$ cat src/rtl/tick_pkg.sv
// Shared constants and helpers for the timer tick generator.
// Assumes a fixed 4-bit channel field and four divider taps.
package tick_pkg;
    localparam int FIELD_W  = 4;
    localparam int DIV_TAPS = 4;
    localparam logic [FIELD_W-1:0] EXT_CODE = 4'd4;

    // Width of the configuration write port, rounded up to whole nibbles.
    function automatic int cfg_width(input int nch, input int ps_w);
        int raw;
        raw = (2 * ps_w > nch * FIELD_W) ? 2 * ps_w : nch * FIELD_W;
        return ((raw + 3) / 4) * 4;
    endfunction
endpackage

$ cat src/rtl/tick_cfg_regs.sv
// Configuration storage: word 0 holds both prescaler values, word 1 holds
// one 4-bit field per channel. Writes are gated per nibble.
// Assumes DATA_W is a multiple of 4 and at least as wide as either word.
module tick_cfg_regs #(
    parameter int NCH    = 5,
    parameter int PS_W   = 8,
    parameter int DATA_W = 20
) (
    input  logic                              clk,
    input  logic                              rst_n,
    input  logic                              we,
    input  logic                              addr,
    input  logic [DATA_W-1:0]                 wdata,
    input  logic [DATA_W/4-1:0]               nib_en,
    output logic [1:0][PS_W-1:0]              ps_val,
    output logic [NCH-1:0][tick_pkg::FIELD_W-1:0] sel_val
);
    localparam int W0 = 2 * PS_W;
    localparam int W1 = NCH * tick_pkg::FIELD_W;

    logic [W0-1:0]     word0;
    logic [W1-1:0]     word1;
    logic [DATA_W-1:0] bmask;

    // Expand nibble enables to a bit mask.
    always_comb begin
        for (int b = 0; b < DATA_W; b++) bmask[b] = nib_en[b / 4];
    end

    // Masked update of the two configuration words.
    always_ff @(posedge clk) begin
        if (!rst_n) begin
            word0 <= '0;
            word1 <= '0;
        end else if (we) begin
            if (!addr) word0 <= (word0 & ~bmask[W0-1:0]) | (wdata[W0-1:0] & bmask[W0-1:0]);
            else       word1 <= (word1 & ~bmask[W1-1:0]) | (wdata[W1-1:0] & bmask[W1-1:0]);
        end
    end

    assign ps_val  = word0;
    assign sel_val = word1;

    // Channel 0 field holds when its nibble is not enabled.
    assert_field_isolation_R8: assert property (@(posedge clk) disable iff (!rst_n)
        (we && addr && !nib_en[0]) |=> $stable(word1[tick_pkg::FIELD_W-1:0]));
endmodule

$ cat src/rtl/tick_prescaler.sv
// Programmable prescaler: strobes once every (value+1) cycles. A new value
// is copied to the active register only at the wrap, so no runt interval.
module tick_prescaler #(
    parameter int PS_W = 8
) (
    input  logic            clk,
    input  logic            rst_n,
    input  logic [PS_W-1:0] ps_cfg,
    output logic            strobe
);
    logic [PS_W-1:0] pcnt;
    logic [PS_W-1:0] ps_act;

    assign strobe = (pcnt == ps_act);

    // Count up to the active value, then wrap and reload the shadow.
    always_ff @(posedge clk) begin
        if (!rst_n) begin
            pcnt   <= '0;
            ps_act <= '0;
        end else if (strobe) begin
            pcnt   <= '0;
            ps_act <= ps_cfg;
        end else begin
            pcnt <= pcnt + 1'b1;
        end
    end

    assert_count_bound_R2: assert property (@(posedge clk) disable iff (!rst_n)
        pcnt <= ps_act);
    assert_hold_until_wrap_R9: assert property (@(posedge clk) disable iff (!rst_n)
        !strobe |=> $stable(ps_act));
endmodule

$ cat src/rtl/tick_ext_sync.sv
// Two-flop synchroniser plus edge detector for one external timer clock.
// Assumes each input level lasts at least two clock cycles.
module tick_ext_sync (
    input  logic clk,
    input  logic rst_n,
    input  logic ext_in,
    output logic rise
);
    logic [2:0] sync_q;

    // Shift the asynchronous input through the sync chain and history flop.
    always_ff @(posedge clk) begin
        if (!rst_n) sync_q <= '0;
        else        sync_q <= {sync_q[1:0], ext_in};
    end

    assign rise = sync_q[1] & ~sync_q[2];

    assert_edge_pulse_R5: assert property (@(posedge clk) disable iff (!rst_n)
        rise |=> !rise);
endmodule

$ cat src/rtl/tick_channel.sv
// One channel: picks a divide-by-2^(k+1) tap of its prescaler strobe, the
// external edge (code 4), or nothing (codes 5..15). A new field is taken at
// the divider wrap, or at a prescaler strobe when not dividing.
module tick_channel (
    input  logic                           clk,
    input  logic                           rst_n,
    input  logic                           pre_strobe,
    input  logic                           ext_rise,
    input  logic [tick_pkg::FIELD_W-1:0]   sel_cfg,
    output logic                           tick
);
    import tick_pkg::*;

    logic [FIELD_W-1:0]  sel_act;
    logic [DIV_TAPS-1:0] dcnt;
    logic [DIV_TAPS:0]   span;
    logic [DIV_TAPS-1:0] term;
    logic                is_div, is_ext, at_end, done;

    assign is_div = (sel_act < EXT_CODE);
    assign is_ext = (sel_act == EXT_CODE);
    assign span   = (DIV_TAPS+1)'(2) << sel_act[1:0];
    assign term   = DIV_TAPS'(span - 1'b1);
    assign at_end = (dcnt == term);
    assign done   = pre_strobe && (!is_div || at_end);

    // Divider count, shadow field load and registered tick.
    always_ff @(posedge clk) begin
        if (!rst_n) begin
            sel_act <= '0;
            dcnt    <= '0;
            tick    <= 1'b0;
        end else begin
            tick <= is_div ? (pre_strobe && at_end) : (is_ext && ext_rise);
            if (done) begin
                sel_act <= sel_cfg;
                dcnt    <= '0;
            end else if (pre_strobe && is_div) begin
                dcnt <= dcnt + 1'b1;
            end
        end
    end

    assert_div_bound_R4: assert property (@(posedge clk) disable iff (!rst_n)
        is_div |-> (dcnt <= term));
    assert_off_silent_R6: assert property (@(posedge clk) disable iff (!rst_n)
        (sel_act > EXT_CODE) |=> !tick);
    assert_single_tick_R7: assert property (@(posedge clk) disable iff (!rst_n)
        (tick && $stable(sel_act)) |=> !tick);
endmodule

$ cat src/rtl/tmr_tick_tree.sv
// Top of the tick generator: configuration words, two prescalers, two
// external clock synchronisers and NCH channels. Channels below GRP0_N use
// prescaler 0 and external clock 0; the rest use prescaler 1 and clock 1.
module tmr_tick_tree #(
    parameter int NCH    = 5,
    parameter int PS_W   = 8,
    parameter int GRP0_N = 2,
    localparam int DATA_W = tick_pkg::cfg_width(NCH, PS_W)
) (
    input  logic                clk,
    input  logic                rst_n,
    input  logic                cfg_we,
    input  logic                cfg_addr,
    input  logic [DATA_W-1:0]   cfg_wdata,
    input  logic [DATA_W/4-1:0] cfg_nib_en,
    input  logic [1:0]          ext_clk,
    output logic [NCH-1:0]      tick
);
    import tick_pkg::*;

    logic [1:0][PS_W-1:0]        ps_val;
    logic [NCH-1:0][FIELD_W-1:0] sel_val;
    logic [1:0]                  grp_strobe;
    logic [1:0]                  grp_rise;

    tick_cfg_regs #(.NCH(NCH), .PS_W(PS_W), .DATA_W(DATA_W)) u_cfg (
        .clk(clk), .rst_n(rst_n), .we(cfg_we), .addr(cfg_addr),
        .wdata(cfg_wdata), .nib_en(cfg_nib_en),
        .ps_val(ps_val), .sel_val(sel_val)
    );

    for (genvar g = 0; g < 2; g++) begin : g_grp
        tick_prescaler #(.PS_W(PS_W)) u_pre (
            .clk(clk), .rst_n(rst_n), .ps_cfg(ps_val[g]), .strobe(grp_strobe[g])
        );
        tick_ext_sync u_sync (
            .clk(clk), .rst_n(rst_n), .ext_in(ext_clk[g]), .rise(grp_rise[g])
        );
    end

    for (genvar c = 0; c < NCH; c++) begin : g_ch
        localparam int GRP = (c < GRP0_N) ? 0 : 1;
        tick_channel u_ch (
            .clk(clk), .rst_n(rst_n),
            .pre_strobe(grp_strobe[GRP]), .ext_rise(grp_rise[GRP]),
            .sel_cfg(sel_val[c]), .tick(tick[c])
        );
    end

    assert_reset_quiet_R1: assert property (@(posedge clk)
        !rst_n |=> (tick == '0));
endmodule

$ cat config.mk
export PLATFORM = sky130hd
export DESIGN_NAME = tmr_tick_tree
export DESIGN_NICKNAME = d
export VERILOG_FILES = /design/src/rtl/tick_pkg.sv /design/src/rtl/tick_cfg_regs.sv /design/src/rtl/tick_prescaler.sv /design/src/rtl/tick_ext_sync.sv /design/src/rtl/tick_channel.sv /design/src/rtl/tmr_tick_tree.sv
export SDC_FILE = /design/constraint.sdc
export NUM_CORES = 1
export LEC_CHECK = 0
export BUFFER_PORTS_ARGS = -buffer_cell sky130_fd_sc_hd__buf_2
export CAP_MARGIN = 0
export CORE_MARGIN = 4
export CORE_UTILIZATION = 55
export DETAILED_ROUTE_END_ITERATION = 7
export PLACE_DENSITY = 0.84
export SLEW_MARGIN = 20
export SYNTH_ARGS = -nofsm -noshare
export SYNTH_HDL_FRONTEND = slang
export SYNTH_HIERARCHICAL = 1
export SYNTH_SLANG_ARGS = --single-unit
$ cat constraint.sdc
create_clock -name clk -period 2.4 [get_ports clk]
set_input_delay 0.24 -clock clk [delete_from_list [all_inputs] [get_ports clk]]
set_output_delay 0.24 -clock clk [all_outputs]
set_load 0.01 [all_outputs]
==> impl_summary.txt <==
----------------------------------------------------
[Final layout]
  Most frequent cells in the layout ... sky130_fd_sc_hd__dfxtp_1 (119), sky130_fd_sc_hd__nand2_1 (118), sky130_fd_sc_hd__mux2i_1 (62), sky130_fd_sc_hd__buf_2 (34), sky130_fd_sc_hd__xnor2_1 (22)
  Count of fill cells added during filler insertion ... 765
  Number of nets in the final layout ... 689
  Fraction of layout instances using a drive strength above 1 ... 20.2%
  Area growth syn-to-layout ... 16.6%
  Commonest non-fill, non-tap cell in the layout ... sky130_fd_sc_hd__dfxtp_1
  Fraction of the core area covered by cells at the end of the flow ... 65.6%
  Count of inserted antenna diode cells ... 0

[Global routing]
  All-layer global routing usage ... 20.3%
  Total global routing overflow ... 0
  Antenna violations before repair ... 0
  Number of global-route vias before repair ... 4,543
  Global-route wire length before repair ... 20,900 µm
  Pin count of the biggest net entering global routing ... 51

[Clock network]
  Clock latency on the worst-skew pair ... 0.51 ns
  Clock input transition at the sequential cells of the worst setup and hold paths ... 0.06 ns
  TritonCTS clock tree ... done
  CTS H-tree lvls ... 4
  Clock tree root driver cell ... sky130_fd_sc_hd__clkbuf_8
  CTS Buf Count ... 17
  Clock tree sinks ... 119
  Post-CTS setup-driven buffer insertion count ... 0
  CTS Buffer Depth ... 2

[Synthesis]
  Share of the synthesized area in compound gates (AO/OA/AOI/OAI) ... 6.93%
  Main area contributors after synthesis ... sky130_fd_sc_hd__dfxtp_1 (41%), sky130_fd_sc_hd__mux2i_1 (11%), sky130_fd_sc_hd__nand2_1 (7.7%), sky130_fd_sc_hd__xnor2_1 (3.3%), sky130_fd_sc_hd__nand4_1 (2.3%)
  Library cell with the largest summed area after synthesis ... sky130_fd_sc_hd__dfxtp_1
  Share of the synthesized area in the top cell type ... 41.2%
  Count of flip-flops with a built-in enable after synthesis ... 0
  Total standard cell area after synthesis ... 5780 µm²
  Post-synthesis share of cell area spent on xor and xnor gates ... 5.00%
  Simple-gate portion of the synthesized area ... 28.1%
  Cell count after synthesis ... 613
  Share of synthesized cell area in full adder, half adder and majority cells ... 1.52%
  Async SR Flop Fraction ... 0%
  Share of synthesized area spent on multiplexers ... 12.7%
  Yosys reg bits ... 119
  Post-Synthesis Mean Instance Area ... 9.42 µm²
  Total nets after synthesis ... 651
  Synth unique cells ... 42
  Synth Warn # ... 6
  Flip-flop cell with the highest count after synthesis ... sky130_fd_sc_hd__dfxtp_1
  Combinational family with the most area after synthesis ... simple AND/OR/NAND/NOR gates
  Seq/Total Area, Yosys ... 41.2%

[Timing]
  Worst-case headroom to the max-slew limit ... 64.5%
  Worst-Margin Slew ... 0.531 ns
  TNS Setup ... 0 ns
  Final-report max-slew violation count ... 0
  Unrepaired setup endpoints after global routing ... no
  Min Clock Period, post-route ... 2.00 ns
  Endpoints failing hold ... 0
  Maximum clock frequency ... 499 MHz
  Clock Skew ... 0.00635 ns
  Share of the cycle needed by the critical path after routing ... 83.4%
  Final setup violation count ... 0

[Detailed routing]
  Via count of the routed design ... 4,451
  First drt pass iteration count ... 5
  Final routed DRC violation total ... 0
  Mean routed wirelength per cell ... 15.0 µm
  Mean number of vias per cell ... 5.56
  Initial detailed-routing violation count ... 243
  Post-route antenna net violation count ... 0
  Total Routed Length ... 12,000 µm

[Critical path]
  Nature of the critical path startpoint ... register
  CP Cell Sequence ... xnor2_1 -> nand4_1 -> nor2_4 -> buf_12 -> mux2_2 -> and3_1
  Largest delay contributor family on the critical path ... simple AND/OR/NAND/NOR gates
  Data required time at the worst endpoint ... 2.80 ns
  Setup slack of the most critical reg-to-reg path ... 0.40 ns
  Nature of the critical path endpoint ... register
  Largest stage delay on the critical path ... 0.44 ns
  Worst Path Max Fanout ... 30
  Crit path buf inv count ... 1
  Endpoint of the lowest-slack register-to-register path ... g_ch[2].u_ch/sel_act[3]
  Standard cell with the maximum stage delay on the critical path ... sky130_fd_sc_hd__dfxtp_1
  Critical path start-end classification ... reg -> reg
  Critical R2R Launch ... g_grp[1].u_pre/pcnt[4]
  Arrival time at the worst endpoint ... 2.40 ns
  Depth of the most critical reg-to-reg path ... 6

[Placement]
  Placer's final routability congestion estimate ... 0.851
  HPWL after detailed placement ... 7960 µm
  Port Buffer Count ... 35

[Die]
  Area of the core ... 10,300 µm²
  Area of the die ... 12,200 µm²
  Horizontal die dimension ... 110 µm
  Number of placement rows ... 37
  Starting density of the core ... 56.2%
  Floorplan die height ... 110 µm
  Number of ports placed on the die boundary ... 36

[Hold path]
  Worst hold stages ... 3
  Worst Hold Launch ... cfg_wdata[8]
  Min-delay worst type ... in -> reg

[Run status]
  Run status ... finished clean

[Power]
  Total leakage power ... 2.81 nW
  Power density over cell area ... 993 nW/µm²
  Maximum ir drop on the vdd rail ... 0.577 mV

[Run]
  Number of max-capacitance violations reported ... 0

----------------------------------------------------
## per-layer routing
layer | routed length, µm | share of wire, % | GRT usage, %
met1 | 5160 | 43 | 24.0
met3 | 458 | 3.8 | 4.82
met5 | 0 | 0 | 0
met2 | 6170 | 51 | 35.2
met4 | 216 | 1.8 | 8.46
## worst max path at each step
stage	startpoint	end	slack, ns	cells after the start
4_1_cts	g_grp[1].u_pre/pcnt[4]	g_ch[2].u_ch/sel_act[3]	0.38	6
3_3_place_gp	g_grp[1].u_pre/pcnt[3]	g_ch[4].u_ch/sel_act[3]	0.56	6
6_report	g_grp[1].u_pre/pcnt[4]	g_ch[2].u_ch/sel_act[3]	0.40	6
3_5_place_dp	g_grp[1].u_pre/pcnt[3]	g_ch[3].u_ch/sel_act[2]	0.45	6
2_1_floorplan	g_grp[1].u_pre/pcnt[3]	g_ch[2].u_ch/sel_act[2]	0.58	7
5_1_grt	g_grp[1].u_pre/pcnt[4]	g_ch[3].u_ch/dcnt[0]	0.30	8
## worst reg2reg max path, stage by stage (launching register included)
cell and delay, ns:
sky130_fd_sc_hd__dfxtp_1 0.44, sky130_fd_sc_hd__xnor2_1 0.17, sky130_fd_sc_hd__nand4_1 0.17, sky130_fd_sc_hd__nor2_4 0.33, sky130_fd_sc_hd__buf_12 0.24, sky130_fd_sc_hd__mux2_2 0.36, sky130_fd_sc_hd__and3_1 0.18
## through the flow
step                      instance area [µm²]  cells  setup slack, ns  power (W)  hold slack, ns
after floorplan                          5780    613            0.581    0.00369           0.362
after detailed placement                 6000    760            0.451    0.00393           0.424
after global placement                   6000    760            0.559    0.00386           0.427
after global routing                     6740    800            0.296    0.00702          0.0205
final                                    6740    800            0.398    0.00669          0.0208
after CTS                                6740    800            0.385    0.00670         0.00402
## cell families after synthesis
family | after synthesis
fa+ha+maj | 7
flops | 119
buf+inv | 43
compound gates | 45
xor+xnor | 33
simple gates | 294
mux | 72
## Yosys cell counts (6+ instances only)
| library cell | n |
|---|---|
| sky130_fd_sc_hd__a21oi_1 | 10 |
| sky130_fd_sc_hd__and2_1 | 13 |
| sky130_fd_sc_hd__and3_1 | 17 |
| sky130_fd_sc_hd__and3_2 | 7 |
| sky130_fd_sc_hd__buf_2 | 9 |
| sky130_fd_sc_hd__buf_4 | 6 |
| sky130_fd_sc_hd__buf_6 | 6 |
| sky130_fd_sc_hd__clkbuf_1 | 10 |
| sky130_fd_sc_hd__dfxtp_1 | 119 |
| sky130_fd_sc_hd__ha_1 | 7 |
| sky130_fd_sc_hd__inv_1 | 10 |
| sky130_fd_sc_hd__mux2_2 | 10 |
| sky130_fd_sc_hd__mux2i_1 | 62 |
| sky130_fd_sc_hd__nand2_1 | 118 |
| sky130_fd_sc_hd__nand3_1 | 14 |
| sky130_fd_sc_hd__nand4_1 | 21 |
| sky130_fd_sc_hd__nor2_1 | 20 |
| sky130_fd_sc_hd__nor2b_1 | 10 |
| sky130_fd_sc_hd__nor3_1 | 10 |
| sky130_fd_sc_hd__nor3b_1 | 14 |
| sky130_fd_sc_hd__xnor2_1 | 22 |
| sky130_fd_sc_hd__xor2_1 | 11 |
## final cells by class
class	instances	area [µm²]	area share, %
clock buffer	20	455	6.76
sequential	119	2380	35.4
inverter	10	37.5	0.557
multi-input combinational	451	3130	46.5
clock inverter	12	198	2.93
tap	136	170	2.53
timing repair buffer	52	363	5.39
## what timing repair did
item | 4_1_cts | 5_1_grt
hold endpoints to repair | 8 | 0
gates resized for setup | 0 | 0
hold buffers | 8 | 0
## power by group
| group | leakage, nW | switching [W] | internal, W |
|---|---|---|---|
| sequential | 0.966 | 0.000193 | 0.00216 |
| clock | 0.317 | 0.000881 | 0.00187 |
| combinational | 1.53 | 0.000872 | 0.000712 |
| total | 2.81 | 0.00195 | 0.00474 |
Power figures use the tool's default switching activity.
